<file path="config.mk">
export PLATFORM = sky130hd
export DESIGN_NAME = tiso_level_seq
export DESIGN_NICKNAME = d
export VERILOG_FILES = /design/src/rtl/tiso_pkg.sv /design/src/rtl/tiso_cmd_decode.sv /design/src/rtl/tiso_level_fsm.sv /design/src/rtl/tiso_target_calc.sv /design/src/rtl/tiso_level_seq.sv
export SDC_FILE = /design/constraint.sdc
export NUM_CORES = 1
export LEC_CHECK = 0
export CELL_PAD_IN_SITES_DETAIL_PLACEMENT = 0
export CELL_PAD_IN_SITES_GLOBAL_PLACEMENT = 1
export CORE_MARGIN = 5
export CORE_UTILIZATION = 35
export DETAILED_ROUTE_END_ITERATION = 8
export DONT_BUFFER_PORTS = 1
export GPL_TIMING_DRIVEN = 0
export PLACE_DENSITY_LB_ADDON = 0.1
export SLEW_MARGIN = 20
export SYNTH_ARGS = -nofsm -noshare
export SYNTH_HDL_FRONTEND = slang
export SYNTH_SLANG_ARGS = --single-unit
</file>
<file path="constraint.sdc">
create_clock -name clk -period 4.3 [get_ports clk]
set_input_delay 0.43 -clock clk [delete_from_list [all_inputs] [get_ports clk]]
set_output_delay 0.43 -clock clk [all_outputs]
set_load 0.03 [all_outputs]
</file>
<file path="src/rtl/tiso_pkg.sv">
package tiso_pkg;
  localparam int LVL_W  = 2;
  localparam int CODE_W = 8;

  typedef logic [LVL_W-1:0]  lvl_t;
  typedef logic [CODE_W-1:0] code_t;

  localparam code_t NOOP_CMD = 8'hB4;
  localparam lvl_t  TOP_LVL  = lvl_t'((1 << LVL_W) - 1);

  // stage index -> sparse code
  function automatic code_t lvl_to_code(input lvl_t l);
    case (l)
      2'd0:    return 8'hB4;
      2'd1:    return 8'h51;
      2'd2:    return 8'h8A;
      default: return 8'h6F;
    endcase
  endfunction

  // sparse code -> stage index; an unknown code decodes as the top stage (fail locked)
  function automatic lvl_t code_to_lvl(input code_t c);
    case (c)
      8'hB4:   return 2'd0;
      8'h51:   return 2'd1;
      8'h8A:   return 2'd2;
      default: return TOP_LVL;
    endcase
  endfunction

  // widened sum so the overflow bit survives
  function automatic logic [LVL_W:0] wide_sum(input lvl_t a, input lvl_t b);
    return {1'b0, a} + {1'b0, b};
  endfunction
endpackage

</file>
<file path="src/rtl/tiso_cmd_decode.sv">
module tiso_cmd_decode
  import tiso_pkg::*;
#(
  parameter int ADDR_W = 8,
  parameter int DATA_W = 32,
  parameter logic [ADDR_W-1:0] OFS_CMD  = 'h10,
  parameter logic [ADDR_W-1:0] OFS_STAT = 'h14,
  parameter logic [ADDR_W-1:0] OFS_NIDX = 'h18
) (
  input  logic              clk,
  input  logic              rst_n,
  input  logic              wr_en,
  input  logic [ADDR_W-1:0] wr_addr,
  input  logic [DATA_W-1:0] wr_data,
  output logic              inc_req,
  output logic              nidx_we,
  output lvl_t              nidx_d
);
  logic  hit_cmd, hit_nidx;
  code_t cmd_byte;
  logic  unused_hi;

  assign hit_cmd   = wr_en && (wr_addr == OFS_CMD);
  assign hit_nidx  = wr_en && (wr_addr == OFS_NIDX);
  assign cmd_byte  = wr_data[CODE_W-1:0];
  assign unused_hi = ^wr_data[DATA_W-1:CODE_W];

  assign inc_req = hit_cmd && (cmd_byte != NOOP_CMD);
  assign nidx_we = hit_nidx;
  assign nidx_d  = wr_data[LVL_W-1:0];


  stat_wr_inert_chk: assert property (@(posedge clk) disable iff (!rst_n)
    (wr_en && wr_addr == OFS_STAT) |-> (!inc_req && !nidx_we));

  noop_cmd_chk: assert property (@(posedge clk) disable iff (!rst_n)
    (wr_en && wr_data[CODE_W-1:0] == 8'hB4) |-> !inc_req);
endmodule

</file>
<file path="src/rtl/tiso_level_fsm.sv">
module tiso_level_fsm
  import tiso_pkg::*;
(
  input  logic  clk,
  input  logic  rst_n,
  input  logic  inc_req,
  output code_t lvl_code,
  output lvl_t  lvl_idx
);
  code_t code_q, code_d;
  lvl_t  cur_lvl;
  logic  at_top;
  logic  step_ev;

  assign cur_lvl = code_to_lvl(code_q);
  assign at_top  = (cur_lvl == TOP_LVL);
  assign step_ev = inc_req && !at_top;

  always_comb begin
    code_d = code_q;
    if (step_ev) code_d = lvl_to_code(cur_lvl + lvl_t'(1));
  end

  always_ff @(posedge clk or negedge rst_n) begin
    if (!rst_n) code_q <= lvl_to_code('0);
    else        code_q <= code_d;
  end

  assign lvl_code = code_q;
  assign lvl_idx  = cur_lvl;


  hold_no_req_chk: assert property (@(posedge clk) disable iff (!rst_n)
    !inc_req |=> $stable(lvl_idx));

  single_step_chk: assert property (@(posedge clk) disable iff (!rst_n)
    (inc_req && lvl_idx != 2'd3) |=> (lvl_idx == $past(lvl_idx) + 2'd1));

  top_sticky_chk: assert property (@(posedge clk) disable iff (!rst_n)
    (lvl_idx == 2'd3) |=> (lvl_idx == 2'd3));
endmodule

</file>
<file path="src/rtl/tiso_target_calc.sv">
module tiso_target_calc
  import tiso_pkg::*;
(
  input  logic clk,
  input  logic rst_n,
  input  lvl_t cur_lvl,
  input  lvl_t nidx,
  output lvl_t tgt,
  output logic tgt_invalid
);
  logic [LVL_W:0] sum;

  assign sum         = wide_sum(cur_lvl, nidx);
  assign tgt_invalid = sum[LVL_W];
  assign tgt         = tgt_invalid ? TOP_LVL : sum[LVL_W-1:0];


  tgt_not_below_chk: assert property (@(posedge clk) disable iff (!rst_n)
    !tgt_invalid |-> (tgt >= cur_lvl));

  ovf_needs_idx_chk: assert property (@(posedge clk) disable iff (!rst_n)
    tgt_invalid |-> (nidx != 2'd0 && cur_lvl != 2'd0));
endmodule

</file>
<file path="src/rtl/tiso_level_seq.sv">
module tiso_level_seq
  import tiso_pkg::*;
#(
  parameter int ADDR_W = 8,
  parameter int DATA_W = 32,
  parameter logic [ADDR_W-1:0] OFS_CMD  = 'h10,
  parameter logic [ADDR_W-1:0] OFS_STAT = 'h14,
  parameter logic [ADDR_W-1:0] OFS_NIDX = 'h18
) (
  input  logic              clk,
  input  logic              rst_n,
  input  logic              wr_en,
  input  logic [ADDR_W-1:0] wr_addr,
  input  logic [DATA_W-1:0] wr_data,
  input  logic [ADDR_W-1:0] rd_addr,
  output logic [DATA_W-1:0] rd_data,
  output logic [7:0]        lvl_code_o,
  output logic [1:0]        lvl_idx_o,
  output logic [1:0]        tgt_idx_o,
  output logic              tgt_invalid_o
);
  logic  inc_req, nidx_we;
  lvl_t  nidx_d, nidx_q, cur_lvl, tgt;
  code_t cur_code;
  logic  tgt_inv;

  tiso_cmd_decode #(
    .ADDR_W(ADDR_W), .DATA_W(DATA_W),
    .OFS_CMD(OFS_CMD), .OFS_STAT(OFS_STAT), .OFS_NIDX(OFS_NIDX)
  ) u_dec (
    .clk(clk), .rst_n(rst_n), .wr_en(wr_en), .wr_addr(wr_addr),
    .wr_data(wr_data), .inc_req(inc_req), .nidx_we(nidx_we), .nidx_d(nidx_d)
  );

  tiso_level_fsm u_fsm (
    .clk(clk), .rst_n(rst_n), .inc_req(inc_req),
    .lvl_code(cur_code), .lvl_idx(cur_lvl)
  );

  always_ff @(posedge clk or negedge rst_n) begin
    if (!rst_n)       nidx_q <= '0;
    else if (nidx_we) nidx_q <= nidx_d;
  end

  tiso_target_calc u_tgt (
    .clk(clk), .rst_n(rst_n), .cur_lvl(cur_lvl), .nidx(nidx_q),
    .tgt(tgt), .tgt_invalid(tgt_inv)
  );

  always_comb begin
    rd_data = '0;
    if (rd_addr == OFS_STAT)      rd_data[CODE_W-1:0] = cur_code;
    else if (rd_addr == OFS_NIDX) rd_data[LVL_W-1:0]  = nidx_q;
  end

  assign lvl_code_o    = cur_code;
  assign lvl_idx_o     = cur_lvl;
  assign tgt_idx_o     = tgt;
  assign tgt_invalid_o = tgt_inv;


  nidx_load_chk: assert property (@(posedge clk) disable iff (!rst_n)
    nidx_we |=> (rd_addr != OFS_NIDX || rd_data[1:0] == $past(wr_data[1:0])));

  stat_prestep_chk: assert property (@(posedge clk) disable iff (!rst_n)
    (rd_addr == OFS_STAT) |-> (rd_data[7:0] == lvl_code_o));
endmodule

</file>
==> metrics <==
area delta synth->final 19.1%; Final Hold Fails 0; number of synthesized flops with an enable pin 0; PwrDens 280 nW/um^2; post-CTS sizing 0; Max rail drop VDD 125 uV; status finished, final reports clean; pre-CTS WS 1010 ps; final setup vio count 0; asr flop ratio synth 1.00; fin util 0.439; Wirelength per Cell around 12 um; initial antenna violation count 0; post-synthesis simple-gate area fraction 0.239; Post-CTS Setup Bufs 0; Routed Antenna Nets 0; Die Wd 58.5 um; I/O pin count 96; Switch Pwr approximately 0.12 mW; # Max-Cap Violations 0; port buffer count 0; Final Wtd Congestion between 0.7 and 0.8; maximum clock frequency 0.284 GHz; Slew HR 0.632; final wirelength 1.67 mm; sequential share of the synthesized area 0.217; Post-synth top flop dfrtp_1; Min-Delay Path Class primary input to asynchronous set/reset pin; Setup TNS Final 0 ps; Root Driver clkbuf_4; clk slew on worst S/H paths 50 ps; TritonCTS clock tree yes; hold_buf cts 1; area of the multi-input gates 504 um^2; core area between 2000 and 2500 um^2; global route overflow 0; post-synthesis mux area share 0.0578; Overall Power 0.275 mW; non-filler cells, final 144; #FFs+latches synth 7; Final Slew Violations 0; commonest cells after routing, fill and taps aside 28 x buf_4, 24 x conb_1, 7 x and2_1; commonest non-fill, non-tap cell in the layout buf_4; Clock power frac 0.206; htree depth 1; Leak roughly 0.53 nW; Die Footprint 3420 um^2; Initial Util 0.369; FF/Latch Area 179 um^2; RSZ-0062 raised after global routing no; drt drc 0; Skew-Pair Late Insertion Delay 240 ps; Post-Syn Area 823 um^2; switch share 0.449; post-synthesis compound-gate area fraction 0.150; Syn Inst Count 88; fill count 224; vias in the first global route between 500 and 600; crit start category register; Antenna Cells 0; logic gate share of total power 0.479; Cells after DPL 139; CTS Buf Count 3; Post-Synth XOR/XNOR Area 0.0106; Worst EP required 3870 ps; Yosys cell types 34; WS Path Type register to primary output; Die Ht 58.5 um; Post-Synth Adder-Cell Area 0.0456; fin nets 171; largest net degree at the start of global routing 9; sequential power share 0.315; CP Capture Type primary output; Internal about 0.15 mW; row cnt 17; CTS Sinks 7; slew at the pin with the worst max-slew slack 551 ps; vias 610; worst-path maximum fanout 8; Final Skew 1.01 ps; first-pass GRT wire length 2.46 mm; combinational family with the most area after synthesis buffers and inverters; crit path DAT 3090 ps; DR iter-0 viols 5; CTS Buffer Depth 2; Vias per Instance 4.24; layout cells sized above 1 0.353; post-route minimum period between 3000 and 4000 ps; Global Route Usage Sum 0.0932; final clock period utilization by the worst path 0.819; First-pass DRT Iterations 2; Syn. warnings 0; final worst setup slack 777 ps; mean post-synth cell area 9.36 um^2
critical path, cell delays in order, from the launching register on:
cell and delay (ps):
dfrtp_1 630, nor4bb_1 410, nand2b_1 100, ha_1 250
or2_1 260, and2_1 150, buf_2 190, xor2_1 160
ha_1 290, a211o_1 390
path summary, 6_finish.rpt:
| path | startpoint | end | slack (ps) | depth (start not counted) |
|---|---|---|---|---|
| setup / recovery | u_fsm.lvl_code[6]$_DFFE_PN0P_ | tgt_idx_o[1] | 780 | 9 |
| hold / removal | rst_n | u_fsm.lvl_code[7]$_DFFE_PN1P_ | 30 | 0 |
| setup reg to reg | u_fsm.lvl_code[6]$_DFFE_PN0P_ | u_fsm.lvl_code[3]$_DFFE_PN0P_ | 1900 | 7 |
| hold reg to reg | nidx_q[0]$_DFFE_PN0P_ | nidx_q[0]$_DFFE_PN0P_ | 540 | 1 |
| max in group asynchronous | rst_n | nidx_q[1]$_DFFE_PN0P_ | 3680 | 1 |
| min in group clk | wr_data[0] | nidx_q[0]$_DFFE_PN0P_ | 320 | 1 |
registers in the layout (all words and copies together) (netlist names):
signal	count
nidx_q	2
u_fsm.lvl_code	5
power by group through the flow:
stage | Clock (mW) | Combinational (mW) | Sequential (mW)
floorplan | 0 | 0.122 | 0.0848
finish | 0.0568 | 0.132 | 0.0866
detailed placement | 0 | 0.131 | 0.0880
CTS | 0.0598 | 0.132 | 0.0870
global placement | 0 | 0.130 | 0.0877
global route | 0.0659 | 0.142 | 0.0876
cells by family (layout without fill, tap and decap cells):
logic type	after synthesis	after routing
other cells	1	24
xor+xnor	1	1
compound gates	13	13
flops	7	7
simple gates	27	27
fa+ha+maj	3	3
buf+inv	32	37
mux	4	4
per-stage QoR:
step	hold WS (ps)	cell area (um^2)
global route	2.77	981
detailed placement	135	945
CTS	14.8	981
finish	25.1	981
global placement	135	945
floorplan	134	910
area by class of cell:
cell class,instances,share of cell area
buffer,29,0.219
clock buffer,4,0.0268
inverter,3,0.0115
sequential,7,0.182
multi-input combinational,72,0.514
tap,28,0.0357
timing repair buffer,1,0.0102
Yosys cell counts, types with 2 or more instances:
cell      instances  share of area
ha_1              3          0.046
nor2_1            3          0.014
dfstp_2           3          0.096
and2_1            7          0.053
nor2b_1           2          0.015
a211o_1           2          0.021
mux2_1            2          0.027
inv_1             3          0.014
a22oi_1           2          0.018
nand2b_1          2          0.015
dfrtp_1           4           0.12
or2_1             2          0.015
and4bb_1          2          0.030
a211oi_1          2          0.018
nor4bb_1          2          0.024
o21ba_1           2          0.024
buf_4            28           0.26
per-layer routing:
metal  part of all wire  routed length (um)  vias up  GRT usage
met4              0.014                  23        0     0.0397
met5                  0                   0        -          0
li1                   -                   -      312          -
met3               0.14                 239        3     0.0329
met2               0.50                 836       40      0.167
met1               0.34                 568      255     0.0971
No activity file was read; power rests on OpenSTA's default activity.
